**config.mk**
```make
export PLATFORM = sky130hd
export DESIGN_NAME = ramp_adc_ctrl
export DESIGN_NICKNAME = d
export VERILOG_FILES = /design/src/rtl/ramp_adc_pkg.sv /design/src/rtl/ramp_cmp_sync.sv /design/src/rtl/ramp_code_pipe.sv /design/src/rtl/ramp_adc_fsm.sv /design/src/rtl/ramp_adc_ctrl.sv
export SDC_FILE = /design/constraint.sdc
export NUM_CORES = 1
export LEC_CHECK = 0
export BUFFER_PORTS_ARGS = -buffer_cell sky130_fd_sc_hd__buf_2
export CAP_MARGIN = 20
export CORE_ASPECT_RATIO = 1.25
export CORE_MARGIN = 2
export CORE_UTILIZATION = 25
export CTS_CLUSTER_SIZE = 12
export DETAILED_ROUTE_END_ITERATION = 16
export PLACE_DENSITY_LB_ADDON = 0.25
export SLEW_MARGIN = 30
export SYNTH_ARGS = -nofsm -noshare
export SYNTH_HDL_FRONTEND = slang
export SYNTH_SLANG_ARGS = --single-unit
```
**constraint.sdc**
```tcl
create_clock -name clk -period 4.2 [get_ports clk]
set_input_delay 0.21 -clock clk [delete_from_list [all_inputs] [get_ports clk]]
set_output_delay 0.21 -clock clk [all_outputs]
set_load 0.05 [all_outputs]
```
**src/rtl/ramp_adc_pkg.sv**
```systemverilog
package ramp_adc_pkg;

    typedef enum logic [1:0] {
        ST_IDLE   = 2'd0,
        ST_SAMPLE = 2'd1,
        ST_COUNT  = 2'd2
    } ramp_state_e;

endpackage

```
**src/rtl/ramp_cmp_sync.sv**
```systemverilog
module ramp_cmp_sync #(
    parameter int STAGES = 2
) (
    input  logic clk,
    input  logic rst_n,
    input  logic async_i,
    output logic sync_o
);

    logic [STAGES-1:0] chain_d, chain_q;

    always_comb begin
        chain_d = (chain_q << 1) | STAGES'(async_i);
    end

    always_ff @(posedge clk or negedge rst_n) begin
        if (!rst_n) chain_q <= '0;
        else        chain_q <= chain_d;
    end

    assign sync_o = chain_q[STAGES-1];

endmodule

```
**src/rtl/ramp_code_pipe.sv**
```systemverilog
module ramp_code_pipe #(
    parameter int W     = 8,
    parameter int DEPTH = 2
) (
    input  logic         clk,
    input  logic         rst_n,
    input  logic         flush_i,
    input  logic         valid_i,
    input  logic [W-1:0] code_i,
    output logic         valid_o,
    output logic [W-1:0] code_o
);

    typedef struct packed {
        logic [DEPTH-1:0]        vld;
        logic [DEPTH-1:0][W-1:0] code;
    } pipe_t;

    pipe_t pipe_d, pipe_q;

    always_comb begin
        pipe_d         = pipe_q;
        pipe_d.vld[0]  = valid_i;
        pipe_d.code[0] = code_i;
        for (int i = 1; i < DEPTH; i++) begin
            pipe_d.vld[i]  = pipe_q.vld[i-1];
            pipe_d.code[i] = pipe_q.code[i-1];
        end
        if (flush_i) pipe_d.vld = '0;
    end

    always_ff @(posedge clk or negedge rst_n) begin
        if (!rst_n) pipe_q <= '0;
        else        pipe_q <= pipe_d;
    end

    assign valid_o = pipe_q.vld[DEPTH-1];
    assign code_o  = pipe_q.code[DEPTH-1];


    pipe_flush_chk: assert property (@(posedge clk) disable iff (!rst_n)
        $past(flush_i) |-> !valid_o);

endmodule

```
**src/rtl/ramp_adc_fsm.sv**
```systemverilog
module ramp_adc_fsm
    import ramp_adc_pkg::*;
#(
    parameter int W = 8
) (
    input  logic         clk,
    input  logic         rst_n,
    input  logic         start_i,
    input  logic         cmp_sync_i,
    input  logic         probe_valid_i,
    input  logic [W-1:0] probe_code_i,
    output logic         count_en_o,
    output logic         flush_o,
    output logic [W-1:0] cnt_o,
    output logic         hold_o,
    output logic         busy_o,
    output logic         done_o,
    output logic [W-1:0] result_o,
    output logic         over_o
);

    localparam logic [W-1:0] CODE_MAX = '1;

    typedef struct packed {
        ramp_state_e  state;
        logic [W-1:0] cnt;
        logic [W-1:0] result;
        logic         over;
        logic         done;
        logic         busy;
        logic         hold;
    } ctl_t;

    ctl_t ctl_d, ctl_q;
    logic accept;

    always_comb begin
        ctl_d      = ctl_q;
        ctl_d.done = 1'b0;
        accept     = 1'b0;
        unique case (ctl_q.state)
            ST_IDLE: begin
                if (start_i) begin
                    accept      = 1'b1;
                    ctl_d.state = ST_SAMPLE;
                    ctl_d.cnt   = '0;
                    ctl_d.busy  = 1'b1;
                    ctl_d.hold  = 1'b1;
                end
            end
            ST_SAMPLE: begin
                ctl_d.state = ST_COUNT;
            end
            ST_COUNT: begin
                if (probe_valid_i && !cmp_sync_i) begin
                    ctl_d.state  = ST_IDLE;
                    ctl_d.result = probe_code_i;
                    ctl_d.over   = 1'b0;
                    ctl_d.done   = 1'b1;
                    ctl_d.busy   = 1'b0;
                    ctl_d.hold   = 1'b0;
                end else if (probe_valid_i && probe_code_i == CODE_MAX) begin
                    ctl_d.state  = ST_IDLE;
                    ctl_d.result = CODE_MAX;
                    ctl_d.over   = 1'b1;
                    ctl_d.done   = 1'b1;
                    ctl_d.busy   = 1'b0;
                    ctl_d.hold   = 1'b0;
                end else if (ctl_q.cnt != CODE_MAX) begin
                    ctl_d.cnt = ctl_q.cnt + 1'b1;
                end
            end
            default: ctl_d.state = ST_IDLE;
        endcase
    end

    always_ff @(posedge clk or negedge rst_n) begin
        if (!rst_n) begin
            ctl_q       <= '0;
            ctl_q.state <= ST_IDLE;
        end else begin
            ctl_q <= ctl_d;
        end
    end

    assign count_en_o = (ctl_q.state == ST_COUNT);
    assign flush_o    = accept || ctl_d.done;
    assign cnt_o      = ctl_q.cnt;
    assign hold_o     = ctl_q.hold;
    assign busy_o     = ctl_q.busy;
    assign done_o     = ctl_q.done;
    assign result_o   = ctl_q.result;
    assign over_o     = ctl_q.over;


    sample_clear_chk: assert property (@(posedge clk) disable iff (!rst_n)
        (ctl_q.state == ST_SAMPLE) |-> (ctl_q.cnt == '0 && ctl_q.hold && ctl_q.busy));


    count_step_chk: assert property (@(posedge clk) disable iff (!rst_n)
        (ctl_q.state == ST_COUNT && $past(ctl_q.state) == ST_COUNT && $past(ctl_q.cnt) != CODE_MAX)
        |-> (ctl_q.cnt == $past(ctl_q.cnt) + 1'b1));


    done_pulse_chk: assert property (@(posedge clk) disable iff (!rst_n)
        ctl_q.done |=> !ctl_q.done);


    busy_release_chk: assert property (@(posedge clk) disable iff (!rst_n)
        $fell(ctl_q.busy) |-> ctl_q.done);


    result_hold_chk: assert property (@(posedge clk) disable iff (!rst_n)
        !ctl_q.done |-> ($stable(ctl_q.result) && $stable(ctl_q.over)));


    start_ignored_chk: assert property (@(posedge clk) disable iff (!rst_n)
        (ctl_q.state == ST_COUNT && start_i) |=> (ctl_q.state != ST_SAMPLE));


    over_full_chk: assert property (@(posedge clk) disable iff (!rst_n)
        ctl_q.over |-> (ctl_q.result == CODE_MAX));


    no_wrap_chk: assert property (@(posedge clk) disable iff (!rst_n)
        (ctl_q.state == ST_COUNT && $past(ctl_q.state) == ST_COUNT && $past(ctl_q.cnt) == CODE_MAX)
        |-> (ctl_q.cnt == CODE_MAX));

endmodule

```
**src/rtl/ramp_adc_ctrl.sv**
```systemverilog
module ramp_adc_ctrl #(
    parameter int WIDTH       = 8,
    parameter int SYNC_STAGES = 2
) (
    input  logic             clk,
    input  logic             rst_n,
    input  logic             start_i,
    input  logic             cmp_above_i,
    output logic [WIDTH-1:0] dac_code_o,
    output logic             hold_o,
    output logic             busy_o,
    output logic             done_o,
    output logic [WIDTH-1:0] result_o,
    output logic             over_range_o
);

    logic             cmp_sync;
    logic             count_en;
    logic             flush;
    logic             probe_valid;
    logic [WIDTH-1:0] probe_code;
    logic [WIDTH-1:0] cnt;

    ramp_cmp_sync #(.STAGES(SYNC_STAGES)) u_sync (
        .clk     (clk),
        .rst_n   (rst_n),
        .async_i (cmp_above_i),
        .sync_o  (cmp_sync)
    );

    ramp_code_pipe #(.W(WIDTH), .DEPTH(SYNC_STAGES)) u_pipe (
        .clk     (clk),
        .rst_n   (rst_n),
        .flush_i (flush),
        .valid_i (count_en),
        .code_i  (cnt),
        .valid_o (probe_valid),
        .code_o  (probe_code)
    );

    ramp_adc_fsm #(.W(WIDTH)) u_fsm (
        .clk           (clk),
        .rst_n         (rst_n),
        .start_i       (start_i),
        .cmp_sync_i    (cmp_sync),
        .probe_valid_i (probe_valid),
        .probe_code_i  (probe_code),
        .count_en_o    (count_en),
        .flush_o       (flush),
        .cnt_o         (cnt),
        .hold_o        (hold_o),
        .busy_o        (busy_o),
        .done_o        (done_o),
        .result_o      (result_o),
        .over_o        (over_range_o)
    );

    assign dac_code_o = cnt;

endmodule

```
==> Word-level counts from Yosys, hierarchy flattened <==
Index checks and enable logic that the tools add are counted.
{ "op_classes": {"muxes": 16, "n_reduce_logical": 11, "n_eq_ne": 9, "bitwise": 1, "n_addsub": 1} }
{ "ops": {"columns": ["cell", "count"], "rows": [
  ["2-to-1 mux 12 bit", 2],
  ["2-to-1 mux 8 bit", 3],
  ["one-hot mux 8 bit (2 select lines)", 1],
  ["2-to-1 mux 10 bit", 1],
  ["adder 8 x 1 -> 8 bit (second input constant)", 1],
  ["equality test 8 bit (second input constant)", 1],
  ["2-to-1 mux 2 bit", 4],
  ["!= test 8 bit (second input constant)", 1],
  ["!= test 2 bit (second input constant)", 3],
  ["one-hot mux 2 bit (3 select lines)", 1],
  ["AND reduction 5 bit", 1],
  ["one-hot mux 2 bit (2 select lines)", 1],
  ["AND reduction 2 bit", 2],
  ["nonzero test 2 bit", 2],
  ["2-to-1 mux 1 bit", 3],
  ["!= test 3 x 1 -> 1 bit (second input constant)", 1],
  ["AND reduction 3 bit", 1],
  ["equality test 2 x 1 -> 1 bit (second input constant)", 1],
  ["equality test 2 bit (second input constant)", 1],
  ["logical AND 1 bit", 2],
  ["zero test 2 bit", 1],
  ["!= test 2 x 1 -> 1 bit (second input constant)", 1],
  ["OR 2 x 1 -> 2 bit", 1],
  ["zero test 1 bit", 1],
  ["logical OR 1 bit", 1]
]} }
{ "word_totals": {"in_bits": 4, "elab_cells": 49, "output_inout_bits": 20, "regBits": 42} }

==> Longest topological paths before layout <==
{ "logic_depth": {"depth_word": 7, "mapped_depth": 5, "depth_no_buf": 5} }

==> Cells and area by module <==
Synthesis repeated with hierarchy kept, for this count alone.
{ "unflattened": {"cells_unflattened": 141, "area_unflattened_um2": 1715.4} }
{ "modules_own_cells": {"columns": ["module", "area_per_inst_um2", "seq_area_each_um2", "instances", "cells_each"], "rows": [
  ["ramp_adc_fsm", 1142.3, 525.5, 1, 111],
  ["ramp_code_pipe", 523.0, 450.4, 1, 28],
  ["ramp_cmp_sync", 50.0, 50.0, 1, 2]
]} }

==> Least setup slack after synthesis <==
OpenSTA, ideal clock, no wires.
{ "synth_path": {"path_kind": "register to register", "from": "register u_pipe.pipe_q, in the netlist u_pipe.code_o[2]", "to": "register u_fsm.ctl_q, in the netlist u_fsm.result_o[0]", "required_time_ps": 4073, "path_slack_ps": 2691, "period_less_slack_ps": 1509, "setup_time_ps": 127, "n_path_buf": 0, "path_stages_with_launch": 6, "arrival_time_ps": 1381, "path_cell_list": "dfrtp_1 nand4_2 o31ai_4 nand2_4 clkinv_4 mux2_1"} }
{ "synth_between": {"elab_chain_cells": 4} }
{ "synth_rtl": {"columns": ["item", "line_no", "rtl"], "rows": [
  ["start: declaration", "ramp_code_pipe.sv:19", "pipe_t pipe_d, pipe_q;"],
  ["start signal: assignment", "ramp_code_pipe.sv:34", "else pipe_q <= pipe_d;"],
  ["equality test 8 bit", "ramp_adc_fsm.sv:62", "end else if (probe_valid_i && probe_code_i == CODE_MAX) begin"],
  ["logical AND 1 bit", "ramp_adc_fsm.sv:62", null],
  ["nonzero test 2 bit (no line)", null, null],
  ["AND reduction 2 bit (no line)", null, null],
  ["end signal: assignment", "ramp_adc_fsm.sv:82", "ctl_q <= ctl_d;"],
  ["end: declaration", "ramp_adc_fsm.sv:34", "ctl_t ctl_d, ctl_q;"]
]} }
No other way between the ends.
A chain may end at the register's enable or synchronous reset.

==> Worst setup path after layout <==
{ "layout_path": {"from": "register u_pipe.pipe_q, in the netlist u_pipe.code_o[3]", "to": "register u_fsm.ctl_q, in the netlist u_fsm.result_o[2]"} }
Same word-level chain as after synthesis.

==> impl_metrics.env <==
export IMPL_path_cells="nand4_2 -> o31ai_4 -> nand2_4 -> clkinv_4 -> mux2_1"
export IMPL_synth_area_per_cell_sq_um=13.3
export IMPL_use_met3_pct=2.68
export IMPL_grt_met1_usage_pct=9.96
export IMPL_antenna_found_initial=0
export IMPL_finalSetupViolCount=0
export IMPL_root_buffer="clkbuf_8"
export IMPL_avgRoutedWirePerCell_um=13.6
export IMPL_ir_drop_v=0.000223
export IMPL_final_common_cell="dfrtp_1"
export IMPL_startpoint_type="register"
export IMPL_drt_iter0_drc=33
export IMPL_ios=24
export IMPL_cpMaxStageDelayCell="o31ai_4"
export IMPL_gp_congestion=0.827
export IMPL_yosys_area_top_type_share_pct=62.0
export IMPL_crit_type="register to register"
export IMPL_hold_path_class="input port to register"
export IMPL_fp_dieH_um=94.9
export IMPL_tightest_slew_ps=608
export IMPL_busiest_layer="met2"
export IMPL_antennaDiodeCount=0
export IMPL_status="complete, no violations"
export IMPL_cts_repair_resized=0
export IMPL_route_detailed_drc=0
export IMPL_wl_um=3060
export IMPL_crit_arrival_ps=1860
export IMPL_grt_pass1_wl_um=5380
export IMPL_grt_pass1_vias=1058
export IMPL_ys_types=36
export IMPL_whs_path_depth=1
export IMPL_synth_edf_count=0
export IMPL_skew_ps=3.03
export IMPL_syn_area_sq_um=1650
export IMPL_ant_nets=0
export IMPL_vias_per_cell=4.37
export IMPL_path_clk_slew_ps=70
export IMPL_required_ps=4370
export IMPL_rows=33
export IMPL_syn_to_final_growth_pct=13.4
export IMPL_syn_inst=124
export IMPL_maxSlewViolCount=0
export IMPL_cts_buffers_inserted=5
export IMPL_grt_setup_unrepaired="false"
export IMPL_timing_setup_tns_ps=0
export IMPL_async_reset_ff_share_pct=100
export IMPL_synthFlopType="dfrtp_1"
export IMPL_period_needed_ps=1690
export IMPL_core_sq_um=6480
export IMPL_holdWs_ps=26.6
export IMPL_num_vias=983
export IMPL_rr_worst_depth=5
export IMPL_drive_gt1_share_pct=29.0
export IMPL_drtPass1Iterations=4
export IMPL_cts_tree="built"
export IMPL_clockBufferDepth=2
export IMPL_cts_sinks=41
export IMPL_grt_overflow=0
export IMPL_fmax_mhz=592
export IMPL_yosysTopAreaCell="dfrtp_1"
export IMPL_die_x_um=76.8
export IMPL_gr_usage_all_layers_pct=9.63
export IMPL_critPathBufInv=1
export IMPL_leakage_nw=0.890
export IMPL_hpwl_um=2230
export IMPL_synth_seq_cells=41
export IMPL_initial_utilization_pct=25.5
export IMPL_io_buffers=23
export IMPL_crit_fanout=10
export IMPL_slowest_delay_ps=460
export IMPL_ys_seq_area_share_pct=62.0
export IMPL_layout_nets=142
export IMPL_placed_area_sq_um=1750
export IMPL_slew_headroom_pct=59.4
export IMPL_insertion_delay_ps=290
export IMPL_die_area_sq_um=7290
export IMPL_hold_violations=0
export IMPL_synth_nets=129
export IMPL_yosysWarnings=0
export IMPL_crit_family="compound AO/OA/AOI/OAI gates"
export IMPL_ys_top_cells_by_area="dfrtp_1 (62%), buf_4 (7.7%), o22a_1 (3.2%), mux2_1 (2.0%), a21o_1 (1.4%)"
export IMPL_cap_violations=0
export IMPL_grt_max_degree=42
export IMPL_critPathCaptureType="register"
export IMPL_crit_cells=5
export IMPL_fin_crit_sh_pct=40.3
export IMPL_stdcell_area_sq_um=1880
export IMPL_final_core_util_pct=28.9
export IMPL_htree_levels=2
export IMPL_powerDensity_nw_per_um2=679
export IMPL_grt_util_met2_pct=17.6
export IMPL_final_cell_mix="dfrtp_1 (41), buf_2 (22), nand2_1 (6), o22a_1 (6), clkbuf_8 (6)"
==> layout make-up <==
| class | count | area [sq um] |
|---|---|---|
| repair buffers | 24 | 128 |
| multi-input cells | 64 | 488 |
| clock inverters | 1 | 30.0 |
| flip-flops and latches | 41 | 1030 |
| well taps | 87 | 109 |
| fillers | 668 | 4610 |
| inverters | 1 | 8.76 |
| clock buffers | 7 | 86.3 |
==> stage by stage <==
step                      power, mW  worst slack [ps]  std cells
final                          1.27              2510        225
after global routing           1.35              2390        225
after CTS                      1.29              2500        224
after detailed placement      0.965              2520        216
after global placement        0.962              2560        216
after floorplan               0.921              2690        124
==> logic make-up after synthesis <==
family                     Yosys count  share of synthesized area (%)
buffers and inverters               19                           8.47
muxes                                3                           2.04
and+or+nand+nor                     30                           11.1
AOI/OAI and AO/OA                   30                           15.6
DFF                                 41                           62.0
adders and majority gates            1                          0.756
==> where the power goes <==
group	switching [mW]	internal (mW)	total, mW
clock network	0.127	0.194	0.321
logic	0.296	0.110	0.406
registers	0.0639	0.483	0.547
==> final timing paths <==
path	slack [ps]	from	end
min	30	cmp_above_i	u_sync.chain_q[0]
max reg2reg	2510	u_pipe.code_o[3]	u_fsm.result_o[2]
min in group asynchronous	440	rst_n	u_fsm.result_o[2]
max in group asynchronous	3420	rst_n	u_pipe.pipe_q[16]
max	2510	u_pipe.code_o[3]	u_fsm.result_o[2]
min reg2reg	350	u_pipe.pipe_d[8]	u_pipe.code_o[0]
==> Yosys cell counts, types with 3 or more instances <==
cell	instances
a21o_1	3
a31oi_1	3
buf_4	17
dfrtp_1	41
mux2_1	3
nand2_1	6
nand3_1	3
nor4_1	3
o21ai_0	4
o22a_1	6
==> registers in the layout, summed over array words and instances (netlist names) <==
register and cells:
u_fsm.cnt_o 8, u_fsm.result_o 8, u_pipe.code_o 8, u_pipe.pipe_d 8, u_fsm.ctl_q 2, u_sync.chain_q 2, u_fsm.busy_o 1, u_fsm.done_o 1
u_fsm.over_o 1, u_pipe.pipe_q 1, u_pipe.valid_o 1
==> what timing repair did <==
item                                   in CTS  in global routing
hold buffers                                0                  1
setup buffers                               0                  0
endpoints found under the hold margin       0                 41
==> layer usage <==
metal | vias to the layer above | wire (um)
met2 | 22 | 1670
met5 | - | 0
met1 | 486 | 1180
met4 | 0 | 73
li1 | 469 | -
met3 | 6 | 136
Power figures use the tool's default switching activity.
